[config.mk]
export PLATFORM = sky130hd
export DESIGN_NAME = pwm_watchdog_top
export DESIGN_NICKNAME = d
export VERILOG_FILES = /design/src/rtl/pwmwd_pkg.sv /design/src/rtl/pwmwd_sync.sv /design/src/rtl/pwmwd_chan.sv /design/src/rtl/pwmwd_summary.sv /design/src/rtl/pwm_watchdog_top.sv
export SDC_FILE = /design/constraint.sdc
export NUM_CORES = 1
export LEC_CHECK = 0
export ABC_AREA = 1
export BUFFER_PORTS_ARGS = -buffer_cell sky130_fd_sc_hd__clkbuf_2
export CORE_MARGIN = 2
export CORE_UTILIZATION = 60
export DETAILED_ROUTE_END_ITERATION = 12
export GPL_TIMING_DRIVEN = 0
export HOLD_SLACK_MARGIN = 0.06
export PLACE_DENSITY = 0.78
export REMOVE_ABC_BUFFERS = 1
export SLEW_MARGIN = 20
export SYNTH_ARGS = -nofsm -noshare
export SYNTH_HDL_FRONTEND = slang
export SYNTH_SLANG_ARGS = --single-unit
[constraint.sdc]
create_clock -name clk -period 2 [get_ports clk]
set_input_delay 0.1 -clock clk [delete_from_list [all_inputs] [get_ports clk]]
set_output_delay 0.1 -clock clk [all_outputs]
set_load 0.05 [all_outputs]
[src/rtl/pwmwd_pkg.sv]
package pwmwd_pkg;

  localparam int unsigned PWMWD_DEF_LINES  = 6;
  localparam int unsigned PWMWD_DEF_CNT_W  = 16;
  localparam int unsigned PWMWD_DEF_STAGES = 2;

  // Per-line events produced by one channel watchdog.
  typedef struct packed {
    logic rise;
    logic expired;
    logic fault;
  } pwmwd_lane_t;

endpackage

[src/rtl/pwmwd_sync.sv]
module pwmwd_sync #(
  parameter int unsigned W      = 6,
  parameter int unsigned STAGES = 2
) (
  input  logic         clk,
  input  logic         rst_n,
  input  logic [W-1:0] d_i,
  output logic [W-1:0] q_o
);

  logic [W-1:0] stg_q [STAGES];

  for (genvar s = 0; s < STAGES; s++) begin : g_stage
    if (s == 0) begin : g_first
      always_ff @(posedge clk or negedge rst_n) begin
        if (!rst_n) stg_q[s] <= '0;
        else        stg_q[s] <= d_i;
      end
    end else begin : g_next
      always_ff @(posedge clk or negedge rst_n) begin
        if (!rst_n) stg_q[s] <= '0;
        else        stg_q[s] <= stg_q[s-1];
      end
    end
  end

  assign q_o = stg_q[STAGES-1];

endmodule

[src/rtl/pwmwd_chan.sv]
module pwmwd_chan
  import pwmwd_pkg::*;
#(
  parameter int unsigned CNT_W = 16
) (
  input  logic             clk,
  input  logic             rst_n,
  input  logic             lvl_i,
  input  logic [CNT_W-1:0] limit_i,
  input  logic             clr_i,
  output pwmwd_lane_t      lane_o
);

  // Timer step: zero on a rise, count up to the limit, hold there.
  function automatic logic [CNT_W-1:0] step_count(
    input logic [CNT_W-1:0] cur,
    input logic [CNT_W-1:0] lim,
    input logic             rise
  );
    if (rise)                       return '0;
    else if (lim != '0 && cur < lim) return cur + 1'b1;
    else                             return cur;
  endfunction

  function automatic logic is_expired(
    input logic [CNT_W-1:0] cur,
    input logic [CNT_W-1:0] lim
  );
    return (lim != '0) && (cur >= lim);
  endfunction

  logic             lvl_d_q;
  logic [CNT_W-1:0] cnt_q;
  logic             fault_q;
  logic             rise_w;
  logic             expired_w;

  assign rise_w    = lvl_i & ~lvl_d_q;
  assign expired_w = is_expired(cnt_q, limit_i);

  always_ff @(posedge clk or negedge rst_n) begin
    if (!rst_n) begin
      lvl_d_q <= 1'b0;
      cnt_q   <= '0;
      fault_q <= 1'b0;
    end else begin
      lvl_d_q <= lvl_i;
      cnt_q   <= step_count(cnt_q, limit_i, rise_w);
      if (clr_i) fault_q <= 1'b0;
      else       fault_q <= fault_q | expired_w;
    end
  end

  assign lane_o.rise    = rise_w;
  assign lane_o.expired = expired_w;
  assign lane_o.fault   = fault_q;

endmodule

[src/rtl/pwmwd_summary.sv]
module pwmwd_summary #(
  parameter int unsigned N = 6
) (
  input  logic [N-1:0] fault_i,
  input  logic [N-1:0] mask_i,
  input  logic         glob_mask_i,
  output logic         any_o,
  output logic         err_n_o
);

  function automatic logic unmasked_any(
    input logic [N-1:0] f,
    input logic [N-1:0] m,
    input logic         g
  );
    return !g && ((f & ~m) != '0);
  endfunction

  assign any_o   = unmasked_any(fault_i, mask_i, glob_mask_i);
  assign err_n_o = ~any_o;

endmodule

[src/rtl/pwm_watchdog_top.sv]
module pwm_watchdog_top
  import pwmwd_pkg::*;
#(
  parameter int unsigned NUM_IN      = PWMWD_DEF_LINES,
  parameter int unsigned CNT_W       = PWMWD_DEF_CNT_W,
  parameter int unsigned SYNC_STAGES = PWMWD_DEF_STAGES
) (
  input  logic              clk,
  input  logic              rst_n,
  input  logic [NUM_IN-1:0] pwm_n_i,
  input  logic [CNT_W-1:0]  timeout_i,
  input  logic [NUM_IN-1:0] in_mask_i,
  input  logic              glob_mask_i,
  input  logic              clr_i,
  output logic [NUM_IN-1:0] fault_o,
  output logic              any_fault_o,
  output logic              err_n_o
);

  logic [NUM_IN-1:0] sync_lvl;
  logic [NUM_IN-1:0] rise_w;
  logic [NUM_IN-1:0] expired_w;
  logic [NUM_IN-1:0] fault_w;
  pwmwd_lane_t       lanes [NUM_IN];

  pwmwd_sync #(
    .W      (NUM_IN),
    .STAGES (SYNC_STAGES)
  ) sync_i (
    .clk   (clk),
    .rst_n (rst_n),
    .d_i   (pwm_n_i),
    .q_o   (sync_lvl)
  );

  for (genvar i = 0; i < NUM_IN; i++) begin : g_lane
    pwmwd_chan #(
      .CNT_W (CNT_W)
    ) chan_i (
      .clk     (clk),
      .rst_n   (rst_n),
      .lvl_i   (sync_lvl[i]),
      .limit_i (timeout_i),
      .clr_i   (clr_i),
      .lane_o  (lanes[i])
    );
    assign rise_w[i]    = lanes[i].rise;
    assign expired_w[i] = lanes[i].expired;
    assign fault_w[i]   = lanes[i].fault;
  end

  pwmwd_summary #(
    .N (NUM_IN)
  ) sum_i (
    .fault_i     (fault_w),
    .mask_i      (in_mask_i),
    .glob_mask_i (glob_mask_i),
    .any_o       (any_fault_o),
    .err_n_o     (err_n_o)
  );

  assign fault_o = fault_w;

endmodule

==> metrics.cfg <==
[worst_setup_path]
timing.critical_path.arrival_ns=2.27
cp_max_delay_cell=sky130_fd_sc_hd__dfrtp_1
required_ns=2.32
category_of_the_critical_setup_timing_path=register to register
crit_path_max_fanout=7
path_delay_family=compound AO/OA/AOI/OAI gates
crit_buf_inv=1
setup.worst_path.end_class=register
critical_path.max_stage_delay_ns=0.41
worstPathCellList=ha_1, a21oi_1, o21ai_1, a21oi_2, nand3_4, buf_12, nand3_1, nand2_1
crit_path_start_kind=register

[logic_synthesis]
synth.yosys.warnings=0
netlist_area_mm2=0.00920
number_of_synthesized_flops_with_an_enable_pin=0
syn_inst=1282
share_of_flip_flops_with_an_asynchronous_set_or_reset_after_synthesis_pct=100
synth.top_cells.by_area=sky130_fd_sc_hd__dfrtp_1 33%, sky130_fd_sc_hd__nand2_1 15%, sky130_fd_sc_hd__ha_1 14%
synth.yosys.seq_area_share_pct=32.6
synth_top_flop_cell=sky130_fd_sc_hd__dfrtp_1
synthesis.area_per_instance_um2=7.17
ys_ff_latch=120
synth_top_cell_area_share_pct=32.6
yosys.cell_types.count=42
synthTopCellsByCount=371 x sky130_fd_sc_hd__nand2_1, 145 x sky130_fd_sc_hd__nor2_1, 144 x sky130_fd_sc_hd__nand3_1
netlist.top_cell.by_area=sky130_fd_sc_hd__dfrtp_1
synth_most_common_cell=sky130_fd_sc_hd__nand2_1

[power_and_ir_drop]
sequentialPowerShare_pct=39.2
power.combinational.fraction_pct=17.2
cell_int_power_mw=5.21
share_clk_of_total_power_pct=43.6
power_leakage_nw=5.63
power-per-cell-area_mw_per_mm2=692
design_power_total_mw=7.40
peakVddDrop_uv=618
switching_share_pct=29.6
p_switching_mw=2.19

[sta]
total_count_of_hold_check_failures_in_the_final_report=0
tightest_slew_ns=0.730
fin_hold_ws_ns=0.185
number_of_setup_violations_in_the_final_report=0
timing.fmax_mhz=512
timing.setup.tns_ns=0
timing.final.crit_share_pct=97.7
timing.final.max_slew_violations=0
finalClockSkew_ns=0.00840
worst_slew_margin_rel_pct=51.2
rsz0062_at_grt=true
setup_slack_after_layout_ns=0.0463
min_period_ns=1.95

[placement]
port-buffer-count=39
gp_congestion=0.883
detailed_place.area_mm2=0.00946
dp_slack_ns=-0.951
placed_cells=1479
dp.final_hpwl_um=15100

[global_routing]
grt.total_usage_pct=28.8
via_count_of_the_first_global_routing_pass=7901
grt.overflow.total=0
number_of_antenna_violations_at_the_first_check_in_global_routing=0
grt_first_pass_wirelength_um=37400
grt_start_max_net_pins=71

[cells_and_area]
final.fill_count=1225
area_delta_synth_final_pct=16.3
post_route_cells_drive_above_1_share_pct=14.0
post-route-cell-area_mm2=0.0107
final_nets=1478
n_antenna_cell=0
post-route-util_pct=70.9
final_cells=1545
multiInputGateArea_mm2=0.00578
ff_latch_area_mm2=0.00302

[floorplanning]
fp.dieArea_mm2=0.0163
die_width_um=128
std_cell_rows=45
core-area_mm2=0.0151
start_util_pct=61.0
floorplan.io_pins=40
die_y_um=128

[routing]
router_iterations_before_antenna_repair=5
remaining_drc_errors=0
route.final.wire_length_um=23500
vias=8732
avgViaCountPerCell=5.65
antenna_violation_net_count_after_detailed_routing=0
detailed_route_wire_length_per_cell_um=15.2
drt-initial-drc-count=795

[clocking]
cts_sinks=120
maximum_number_of_buffers_from_clock_root_to_sink=2
cts_buffers=17
htree_num_levels=4
insertion_delay_ns=0.43
tritoncts=done
clk_root_buffer_cell=sky130_fd_sc_hd__clkbuf_16
clkSlewWorstSetupHoldPaths_ns=0.06

[run_status]
status=finished, final reports clean

[worst_hold_path]
timing.hold.worst.class=input port to async pin

[job]
maxCapViolCount=0

kinds of logic (layout without fill, tap and decap cells):
family	after synthesis	count (layout)	share of synthesized area (%)
AOI/OAI and AO/OA	105	105	6.20
xor gates and xnor gates	35	35	3.33
adders and majority gates	102	102	13.9
buffers and inverters	162	233	7.60
DFF	120	120	32.6
and+or+nand+nor	758	762	36.3
worst paths after layout:
path | end | slack, ns | depth (start not counted) | startpoint
setup reg to reg | g_lane[1].chan_i.cnt_q[9] | 0.05 | 8 | g_lane[1].chan_i.cnt_q[15]
min in group clk | sync_i.stg_q[6] | 0.31 | 2 | pwm_n_i[0]
hold / removal | g_lane[4].chan_i.cnt_q[14] | 0.18 | 2 | rst_n
max in group asynchronous | g_lane[5].chan_i.cnt_q[9] | 1.09 | 3 | rst_n
setup / recovery | g_lane[1].chan_i.cnt_q[9] | 0.05 | 8 | g_lane[1].chan_i.cnt_q[15]
hold reg to reg | sync_i.q_o[3] | 0.35 | 0 | sync_i.stg_q[9]
state kept, by name (all words and copies together) (netlist names):
register,flops
g_lane.chan_i.cnt_q,96
sync_i.q_o,6
sync_i.stg_q,6
g_lane.chan_i.lvl_d_q,6
g_lane.chan_i.fault_q,6
routing by layer:
metal | share of wire (%) | global-route usage (%) | wire [µm]
met2 | 47 | 47.2 | 11200
met5 | 0 | 0 | 0
met4 | 2.7 | 10.9 | 637
met1 | 44 | 38.7 | 10300
met3 | 6.0 | 4.38 | 1420
power by group through the flow:
stage                     sequential (mW)  combinational (mW)  clock (mW)
after floorplan                      2.86               0.870           0
after global placement               2.92                1.12           0
after detailed placement             2.93                1.18           0
after CTS                            2.89                1.22        3.27
after global routing                 2.93                1.49        3.37
final                                2.90                1.27        3.23
what timing repair did:
action | 4_1_cts | 5_1_grt
setup endpoints to repair | 80 | 96
buffers inserted | 6 | 13
resized for setup | 22 | 45
cloned | 0 | 7
hold buffers | 8 | 0
hold endpoints to repair | 74 | 0
pin swaps | 2 | 5
worst register-to-register path, cell delays in order, from the launching register on:
cell and delay [ns]:
sky130_fd_sc_hd__dfrtp_1 0.41, sky130_fd_sc_hd__ha_1 0.33, sky130_fd_sc_hd__a21oi_1 0.15, sky130_fd_sc_hd__o21ai_1 0.12, sky130_fd_sc_hd__a21oi_2 0.24, sky130_fd_sc_hd__nand3_4 0.23, sky130_fd_sc_hd__buf_12 0.23, sky130_fd_sc_hd__nand3_1 0.06
sky130_fd_sc_hd__nand2_1 0.07
layout by cell type, fill, tap and decap left out, types with 6 or more instances in the layout:
cell | netlist | layout
sky130_fd_sc_hd__a21oi_1 | 56 | 49
sky130_fd_sc_hd__dfrtp_2 | 0 | 12
sky130_fd_sc_hd__dlygate4sd3_1 | 0 | 8
sky130_fd_sc_hd__nand2_2 | 10 | 12
sky130_fd_sc_hd__nand3_4 | 3 | 8
sky130_fd_sc_hd__nor2_1 | 145 | 138
sky130_fd_sc_hd__nand3_1 | 144 | 141
sky130_fd_sc_hd__a21o_1 | 6 | 6
sky130_fd_sc_hd__nor3_1 | 26 | 26
sky130_fd_sc_hd__xnor2_1 | 7 | 7
sky130_fd_sc_hd__a21oi_2 | 2 | 7
sky130_fd_sc_hd__nand4_1 | 25 | 25
sky130_fd_sc_hd__inv_1 | 122 | 121
sky130_fd_sc_hd__inv_2 | 7 | 7
sky130_fd_sc_hd__o21ai_0 | 28 | 25
sky130_fd_sc_hd__clkbuf_2 | 0 | 38
sky130_fd_sc_hd__ha_1 | 102 | 99
sky130_fd_sc_hd__nor2_4 | 4 | 8
sky130_fd_sc_hd__dfrtp_1 | 120 | 108
sky130_fd_sc_hd__buf_4 | 8 | 15
sky130_fd_sc_hd__xor2_1 | 28 | 28
sky130_fd_sc_hd__clkbuf_16 | 0 | 19
sky130_fd_sc_hd__nand3_2 | 4 | 6
sky130_fd_sc_hd__nand2_1 | 371 | 364
sky130_fd_sc_hd__nor2_2 | 12 | 15
cell type report:
type	count	share of cell area, %
multi-input cells	1004	54.0
flip-flops and latches	120	28.2
repair buffers	69	5.02
inverters	131	4.65
clock buffers	21	4.49
well taps	188	2.20
clock inverters	11	1.36
repair inverters	1	0.0468
Power figures use the tool's default switching activity.
